$ cat config.mk
export PLATFORM = sky130hd
export DESIGN_NAME = dram_opstate_ctrl
export DESIGN_NICKNAME = d
export VERILOG_FILES = /design/src/rtl/dos_pkg.sv /design/src/rtl/dos_cmd_filter.sv /design/src/rtl/dos_req_timer.sv /design/src/rtl/dos_lp_trigger.sv /design/src/rtl/dram_opstate_ctrl.sv
export SDC_FILE = /design/constraint.sdc
export NUM_CORES = 1
export LEC_CHECK = 0
export BUFFER_PORTS_ARGS = -buffer_cell sky130_fd_sc_hd__buf_2
export CAP_MARGIN = 25
export CORE_MARGIN = 2
export CORE_UTILIZATION = 45
export CTS_CLUSTER_SIZE = 25
export DETAILED_ROUTE_END_ITERATION = 8
export PLACE_DENSITY = 0.74
export SLEW_MARGIN = 20
export SYNTH_ARGS = -nofsm -noshare
export SYNTH_HDL_FRONTEND = slang
export SYNTH_SLANG_ARGS = --single-unit
$ cat constraint.sdc
create_clock -name clk -period 4.46 [get_ports clk]
set_input_delay 0.892 -clock clk [delete_from_list [all_inputs] [get_ports clk]]
set_output_delay 0.892 -clock clk [all_outputs]
set_load 0.02 [all_outputs]
$ cat src/rtl/dos_pkg.sv
package dos_pkg;

  typedef enum logic [2:0] {
    ST_INIT_MEM    = 3'd0,
    ST_CONFIG      = 3'd1,
    ST_CONFIG_REQ  = 3'd2,
    ST_ACCESS      = 3'd3,
    ST_ACCESS_REQ  = 3'd4,
    ST_LOW_POWER   = 3'd5,
    ST_LP_ENTER    = 3'd6,
    ST_LP_EXIT     = 3'd7
  } op_state_e;

  localparam logic [2:0] CMD_INIT  = 3'd0;
  localparam logic [2:0] CMD_CFG   = 3'd1;
  localparam logic [2:0] CMD_GO    = 3'd2;
  localparam logic [2:0] CMD_SLEEP = 3'd3;
  localparam logic [2:0] CMD_WAKE  = 3'd4;

  localparam logic [2:0] TRIG_NONE = 3'd0;
  localparam logic [2:0] TRIG_HW   = 3'd1;
  localparam logic [2:0] TRIG_SW   = 3'd2;

  function automatic logic is_request(input op_state_e s);
    return (s == ST_CONFIG_REQ) || (s == ST_ACCESS_REQ) ||
           (s == ST_LP_ENTER)   || (s == ST_LP_EXIT);
  endfunction

  function automatic logic in_lp_group(input op_state_e s);
    return (s == ST_LOW_POWER) || (s == ST_LP_ENTER) || (s == ST_LP_EXIT);
  endfunction

  function automatic op_state_e request_target(input op_state_e s);
    case (s)
      ST_CONFIG_REQ: return ST_CONFIG;
      ST_ACCESS_REQ: return ST_ACCESS;
      ST_LP_ENTER:   return ST_LOW_POWER;
      ST_LP_EXIT:    return ST_ACCESS;
      default:       return s;
    endcase
  endfunction

endpackage

$ cat src/rtl/dos_cmd_filter.sv
module dos_cmd_filter
  import dos_pkg::*;
(
  input  op_state_e   state,
  input  logic [2:0]  trig,
  input  logic        cmd_valid,
  input  logic [2:0]  cmd_code,
  input  logic        auto_lp_req,
  output logic        start,
  output op_state_e   start_state,
  output logic [2:0]  start_trig
);

  logic is_cfg, is_go, is_sleep, is_wake;

  always_comb begin
    is_cfg   = cmd_valid && (cmd_code == CMD_CFG);
    is_go    = cmd_valid && (cmd_code == CMD_GO);
    is_sleep = cmd_valid && (cmd_code == CMD_SLEEP);
    is_wake  = cmd_valid && (cmd_code == CMD_WAKE);
  end

  always_comb begin
    start       = 1'b0;
    start_state = state;
    start_trig  = TRIG_NONE;
    case (state)
      ST_INIT_MEM: begin
        if (is_cfg) begin
          start       = 1'b1;
          start_state = ST_CONFIG_REQ;
        end
      end
      ST_CONFIG: begin
        if (is_go) begin
          start       = 1'b1;
          start_state = ST_ACCESS_REQ;
        end
      end
      ST_ACCESS: begin
        if (is_cfg) begin
          start       = 1'b1;
          start_state = ST_CONFIG_REQ;
        end else if (is_sleep) begin
          start       = 1'b1;
          start_state = ST_LP_ENTER;
          start_trig  = TRIG_SW;
        end else if (auto_lp_req) begin
          start       = 1'b1;
          start_state = ST_LP_ENTER;
          start_trig  = TRIG_HW;
        end
      end
      ST_LOW_POWER: begin
        if (trig == TRIG_HW) begin
          if (!auto_lp_req) begin
            start       = 1'b1;
            start_state = ST_LP_EXIT;
          end
        end else if (is_wake) begin
          start       = 1'b1;
          start_state = ST_LP_EXIT;
        end
      end
      default: ;
    endcase
  end

endmodule

$ cat src/rtl/dos_req_timer.sv
module dos_req_timer #(
  parameter int LEN_W   = 8,
  parameter int DEF_LEN = 4
) (
  input  logic             clk,
  input  logic             rst_n,
  input  logic             load,
  input  logic [LEN_W-1:0] len,
  input  logic             run,
  output logic             zero
);

  localparam logic [LEN_W-1:0] DEF_FIRST = LEN_W'(DEF_LEN - 1);

  function automatic logic [LEN_W-1:0] first_count(input logic [LEN_W-1:0] l);
    return (l == '0) ? DEF_FIRST : l - 1'b1;
  endfunction

  logic [LEN_W-1:0] cnt_q;

  always_ff @(posedge clk) begin
    if (!rst_n)
      cnt_q <= '0;
    else if (load)
      cnt_q <= first_count(len);
    else if (run && cnt_q != '0)
      cnt_q <= cnt_q - 1'b1;
  end

  assign zero = (cnt_q == '0);

endmodule

$ cat src/rtl/dos_lp_trigger.sv
module dos_lp_trigger (
  input  logic       clk,
  input  logic       rst_n,
  input  logic       set,
  input  logic [2:0] set_val,
  input  logic       clear,
  output logic [2:0] trig
);

  always_ff @(posedge clk) begin
    if (!rst_n)
      trig <= 3'd0;
    else if (set)
      trig <= set_val;
    else if (clear)
      trig <= 3'd0;
  end

endmodule

$ cat src/rtl/dram_opstate_ctrl.sv
module dram_opstate_ctrl
  import dos_pkg::*;
#(
  parameter int LEN_W       = 8,
  parameter int DEF_REQ_LEN = 4
) (
  input  logic             clk,
  input  logic             rst_n,
  input  logic             cmd_valid,
  input  logic [2:0]       cmd_code,
  input  logic [LEN_W-1:0] req_len,
  input  logic             auto_lp_req,
  input  logic             pwr_up_done,
  input  logic             dll_lock,
  output logic [6:0]       status_o
);

  op_state_e  state_q;
  logic       cfg_from_init;
  logic       start;
  op_state_e  start_state;
  logic [2:0] start_trig;
  logic [2:0] trig;
  logic       timer_zero;
  logic       in_req;
  logic       gate_ok;
  logic       req_done;
  logic       lp_set;
  logic       lp_clear;

  dos_cmd_filter u_filter (
    .state       (state_q),
    .trig        (trig),
    .cmd_valid   (cmd_valid),
    .cmd_code    (cmd_code),
    .auto_lp_req (auto_lp_req),
    .start       (start),
    .start_state (start_state),
    .start_trig  (start_trig)
  );

  assign in_req = is_request(state_q);

  dos_req_timer #(
    .LEN_W   (LEN_W),
    .DEF_LEN (DEF_REQ_LEN)
  ) u_timer (
    .clk   (clk),
    .rst_n (rst_n),
    .load  (start),
    .len   (req_len),
    .run   (in_req),
    .zero  (timer_zero)
  );

  always_comb begin
    case (state_q)
      ST_CONFIG_REQ: gate_ok = !cfg_from_init || pwr_up_done;
      ST_LP_EXIT:    gate_ok = dll_lock;
      default:       gate_ok = 1'b1;
    endcase
  end

  assign req_done = in_req && timer_zero && gate_ok;
  assign lp_set   = start && (start_state == ST_LP_ENTER);
  assign lp_clear = req_done && (state_q == ST_LP_EXIT);

  dos_lp_trigger u_trig (
    .clk     (clk),
    .rst_n   (rst_n),
    .set     (lp_set),
    .set_val (start_trig),
    .clear   (lp_clear),
    .trig    (trig)
  );

  always_ff @(posedge clk) begin
    if (!rst_n) begin
      state_q       <= ST_INIT_MEM;
      cfg_from_init <= 1'b0;
    end else if (start) begin
      state_q       <= start_state;
      cfg_from_init <= (state_q == ST_INIT_MEM);
    end else if (req_done) begin
      state_q       <= request_target(state_q);
    end
  end

  assign status_o = {trig, 1'b0, state_q};

endmodule

==> results of run 1 <==
report_power, final:
part / internal (mW) / leakage [nW] / switching (mW)
Sequential: 0.131 / 0.113 / 0.00614
Combinational: 0.0351 / 0.450 / 0.0458
Clock: 0.0497 / 0.0210 / 0.0426
how the worst max path moves through the flow:
| stage | to | slack [ps] |
|---|---|---|
| final | u_timer.cnt_q[6] | 1950 |
| after global routing | u_timer.cnt_q[6] | 1800 |
| after CTS | u_timer.cnt_q[6] | 1930 |
| after detailed placement | u_timer.cnt_q[6] | 1640 |
| after global placement | u_timer.cnt_q[0] | 1730 |
| after floorplan | u_timer.cnt_q[7] | 2170 |
per-stage QoR:
step / util, % / hold slack [ps] / instance area, µm²
after floorplan: - / 511 / 1160
after global placement: 51.0 / 490 / 1250
after detailed placement: 51.0 / 502 / 1250
after CTS: 52.5 / 522 / 1290
after global routing: 52.5 / 552 / 1290
final: 52.5 / 513 / 1290
sequential cells by signal, indices dropped and copies added (netlist names):
signal / flops
cfg_from_init: 1
u_trig.trig: 2
u_timer.cnt_q: 8
state_q: 3
synth_stat cells, types with 2 or more instances:
cell type,count,share of area (%)
nor3_1,6,2.6
nor3b_1,2,1.3
nor2_1,7,2.3
mux2i_1,3,2.6
o22ai_1,2,1.1
o31a_1,3,2.3
o21ai_0,7,3.0
dfxtp_1,14,24
o211ai_1,2,1.3
nor2b_1,2,1.1
o21a_1,2,1.3
a31o_1,2,1.5
xnor2_1,3,2.3
and3_1,2,1.1
o31ai_1,2,1.3
and3b_1,2,1.5
or3_1,2,1.1
ha_1,3,3.2
or4_1,2,1.3
a21oi_1,5,2.2
o211a_1,5,4.3
nand2b_1,2,1.1
buf_2,5,2.2
xor2_1,4,3.0
a21o_1,2,1.3
inv_1,10,3.2
clkbuf_1,2,0.65
nor4_1,3,1.6
or2_2,2,1.1
nand3_1,2,0.86
buf_4,3,1.9
nand2_1,19,6.1
nand4_1,2,1.1
logic make-up (layout without fill, tap and decap cells):
group           Yosys count  count (layout)  share of synthesized area (%)
simple gates             63              63                           30.4
compound gates           39              39                           25.1
buf+inv                  20              35                           7.97
flops                    14              14                           24.1
xor+xnor                  7               7                           5.28
mux                       4               4                           3.56
fa+ha+maj                 3               3                           3.23
other cells               1               2                          0.323
layout make-up:
cell class	instances	area [µm²]	area share, %
Clock buffer	4	36.3	2.82
Inverter	10	37.5	2.91
Multi-Input combinational cell	118	792	61.5
Sequential cell	14	280	21.7
Tap cell	30	37.5	2.91
Timing Repair Buffer	21	105	8.16
per-layer routing:
layer  part of all wire (%)  vias to the layer above  wire (µm)
met2                     52                       38       1350
li1                       -                      582          -
met4                    1.2                        0         31
met3                    4.5                        4        115
met5                      0                        -          0
met1                     42                      537       1080
==> results.json, run 1 <==
{
  "hold_buffers": 0,
  "met2_usage_pct": 34.7,
  "grt_pass1_wl_mm": 4.08,
  "fp.dieW_um": 54.8,
  "io_pins": 24,
  "fin_ws_ps": 1950,
  "avgSynthCellArea_um2": 7.69,
  "gr-max-usage-layer": "met2",
  "syn_area_um2": 1160,
  "power.density_nw_per_um2": 240,
  "skew_ps": 8.44,
  "clock_sinks": 14,
  "postRouteAntennaNets": 0,
  "hold_end": "u_trig.trig[1]",
  "crit_required_ps": 4620,
  "first_iter_violations": 22,
  "synth_edf_count": 0,
  "syn_inst": 151,
  "hold_violations": 0,
  "cp-startpoint": "cmd_code[0]",
  "mostFrequentLayoutCells": "buf_2 (21), nand2_1 (19), dfxtp_1 (14), inv_1 (10)",
  "reg2reg_from": "state_q[1]",
  "setup_tns_ps": 0,
  "critPathKind": "primary input to flip-flop",
  "post_drt_wl_per_cell_um": 13.1,
  "worstPathCellList": "buf_2, nand4bb_1, a2111oi_2, a311o_1, a2bb2oi_1, a21boi_0",
  "clkLatencyLatePin_ps": 280,
  "slowest_stage": "a311o_1",
  "maxCapViolCount": 0,
  "track_usage_pct": 18.8,
  "clk_path_buf_depth": 2,
  "layout-area-overhead-vs-synth_pct": 11.0,
  "critPathTopFamily": "compound AO/OA/AOI/OAI gates",
  "cts_tree": "built",
  "path_max_fanout": 19,
  "final_common_cell": "buf_2",
  "die_area_um2": 3000,
  "die_h_um": 54.8,
  "startpoint_type": "primary input",
  "arrival_ps": 2670,
  "seq_area_frac_synth_pct": 24.1,
  "htree_levels": 1,
  "finalCriticalPeriod_ps": 2510,
  "worst_pin_slew_ps": 656,
  "slowest_delay_ps": 610,
  "grt_pass1_vias": 954,
  "globalplace.congestion": 0.761,
  "wirelength_mm": 2.57,
  "portBuffers": 21,
  "grt-ovfl-total": 0,
  "drc_errors": 0,
  "endpoint_kind": "flip-flop",
  "cts.clk_slew.worst_paths_ps": 80,
  "fp-row-count": 18,
  "fillers": 238,
  "rrSetupSlack_ps": 2190,
  "dp_cells": 193,
  "drive_above_1_share_pct": 18.0,
  "cts_buffers": 3,
  "leakage_nw": 0.584,
  "slew_viol_final": 0,
  "hold_class": "flip-flop to flip-flop",
  "synth_warnings": 0,
  "diodes": 0,
  "nNetsFinal": 188,
  "ir_worst_vdd_uv": 157,
  "r2r_cells": 5,
  "async_flop_share_pct": 0,
  "reg2reg_to": "u_timer.cnt_q[6]",
  "cts-resized-gates": 0,
  "cts_root_buf": "clkbuf_4",
  "clock.fmax_mhz": 399,
  "postCtsSetupBuffers": 0,
  "core-area_um2": 2450,
  "dp_hpwl_mm": 2.05,
  "routed_via_density": 5.89,
  "cp.depth": 6,
  "hold_depth": 1,
  "critPathBufInv": 1,
  "antenna_found_initial": 0,
  "fin_crit_sh_pct": 56.2,
  "slew_headroom_pct": 56.2,
  "via_count": 1161,
  "rsz0062_at_grt": "no",
  "start_util_pct": 47.3,
  "synth_cell_types": 50,
  "outcome": "finished clean",
  "hp-start": "u_trig.trig[1]",
  "power_mw": 0.310,
  "met1_usage_pct": 20.9,
  "finalNonFillerCells": 197,
  "synth_ff_type": "dfxtp_1",
  "grt_max_degree": 20,
  "synth-seq-cells": 14,
  "pre_cts_slack_ps": 1640,
  "setup-violations-final": 0,
  "first_pass_iters": 4,
  "met3_usage_pct": 2.46
}
(Power assumes the default switching activity.)
==> inputs of run 2 (changes only) <==
PLACE_DENSITY = 0.76   (was 0.74)
clock period = 2.04 ns   (was 4.46 ns; I/O delays follow)
==> results.json, run 2 (synthesized netlist as in run 1, its figures left out) <==
{
  "outcome": "finished clean",
  "final_common_cell": "buf_2",
  "postCtsSetupBuffers": 0,
  "clk_path_buf_depth": 2,
  "critPathTopFamily": "simple AND/OR/NAND/NOR gates",
  "largest_reg_flops": 8,
  "fp.dieW_um": 54.8,
  "drive_above_1_share_pct": 25.4,
  "drc_errors": 0,
  "rsz0062_at_grt": "no",
  "cts_root_buf": "clkbuf_4",
  "start_util_pct": 47.3,
  "leakage_nw": 0.633,
  "first_iter_violations": 33,
  "track_usage_pct": 20.5,
  "pre_cts_slack_ps": 4.10,
  "cts.clk_slew.worst_paths_ps": 80,
  "grt-ovfl-total": 0,
  "clock.fmax_mhz": 506,
  "arrival_ps": 2150,
  "hold-worst-slack_ps": 488,
  "cp-startpoint": "u_timer.cnt_q[0]",
  "die_area_um2": 3000,
  "setup_tns_ps": 0,
  "endpoint_kind": "flip-flop",
  "nNetsFinal": 199,
  "die_h_um": 54.8,
  "clock_sinks": 14,
  "cts_tree": "built",
  "postLayoutCoreUtil_pct": 56.1,
  "dp_hpwl_mm": 2.15,
  "finalNonFillerCells": 207,
  "startpoint_type": "flip-flop",
  "layout-area-overhead-vs-synth_pct": 18.5,
  "io_pins": 24,
  "finalCriticalPeriod_ps": 1980,
  "fp-row-count": 18,
  "antenna_found_initial": 0,
  "first_pass_iters": 4,
  "power.density_nw_per_um2": 479,
  "postRouteAntennaNets": 0,
  "cts_buffers": 3,
  "fin_ws_ps": 62.3,
  "fillers": 226,
  "fin_area_um2": 1380,
  "core-area_um2": 2450,
  "mostFrequentLayoutCells": "buf_2 (21), nand2_1 (19), dfxtp_1 (13), buf_4 (10), inv_1 (8)",
  "hold_violations": 0,
  "routed_via_density": 5.66,
  "diodes": 0,
  "maxCapViolCount": 0,
  "grt_pass1_vias": 1075,
  "htree_levels": 1,
  "clkLatencyLatePin_ps": 280,
  "hp-start": "rst_n",
  "worstPathCellList": "inv_2, ha_2, or3b_4, or3_4, a21o_1, a22o_1, o31a_1",
  "dp_cells": 204,
  "post_drt_wl_per_cell_um": 13.0,
  "grt_max_degree": 18,
  "skew_ps": 0.965,
  "slowest_delay_ps": 380,
  "slew_viol_final": 0,
  "power_mw": 0.659,
  "grt_pass1_wl_mm": 4.42,
  "top_register": "u_timer.cnt_q",
  "globalplace.congestion": 0.799,
  "reg2reg_from": "u_timer.cnt_q[0]",
  "multiInputGateArea_um2": 797,
  "critPathBufInv": 1,
  "fin_crit_sh_pct": 96.9,
  "regArea_um2": 282,
  "via_count": 1171,
  "portBuffers": 21,
  "place_area_um2": 1350,
  "largestRegisters": "u_timer.cnt_q (8), state_q (3), u_trig.trig (2)",
  "hold_class": "primary input to flip-flop",
  "setup-violations-final": 0,
  "slowest_stage": "or3b_4",
  "path_max_fanout": 3,
  "wirelength_mm": 2.69,
  "crit_required_ps": 2210,
  "ir_worst_vdd_uv": 340,
  "critPathKind": "flip-flop to flip-flop"
}
==> run 2: worst min-delay path, stage by stage <==
cell and delay [ps]:
buf_2 190, nand2_1 90, nor2_1 40
==> run 2: power breakdown <==
group          total (mW)  leakage, nW  internal, mW  switching [mW]
clock network       0.156       0.0138        0.0686          0.0874
logic               0.205        0.506         0.102           0.103
registers           0.298        0.114         0.286          0.0126
total               0.659        0.633         0.456           0.203
==> run 2: worst paths after layout <==
| path | end | slack (ps) | depth (start not counted) |
|---|---|---|---|
| max | state_q[1] | 60 | 7 |
| min | state_q[2] | 490 | 3 |
| max reg2reg | state_q[1] | 60 | 7 |
| min reg2reg | u_trig.trig[1] | 510 | 1 |
==> run 2: layout make-up <==
| class | count | share of cell area, % |
|---|---|---|
| Multi-Input combinational cell | 118 | 57.9 |
| Sequential cell | 14 | 20.5 |
| Timing Repair Buffer | 32 | 14.5 |
| Inverter | 10 | 2.73 |
| Tap cell | 30 | 2.73 |
| Clock buffer | 3 | 1.64 |
==> run 2: layer usage <==
| metal | GRT usage, % | vias to the layer above | part of all wire (%) |
|---|---|---|---|
| met4 | 11.7 | 0 | 2.7 |
| met3 | 3.01 | 9 | 4.0 |
| li1 | - | 600 | - |
| met1 | 22.8 | 527 | 44 |
| met2 | 36.7 | 35 | 49 |
| met5 | 0 | - | 0 |
==> run 2: timing repair <==
item                                    in CTS  in global routing
hold buffers                                 0                  0
hold endpoints to repair                     0                  0
endpoints found under the setup margin       1                  4
gates resized for setup                      3                  2
pin swaps                                    0                  1
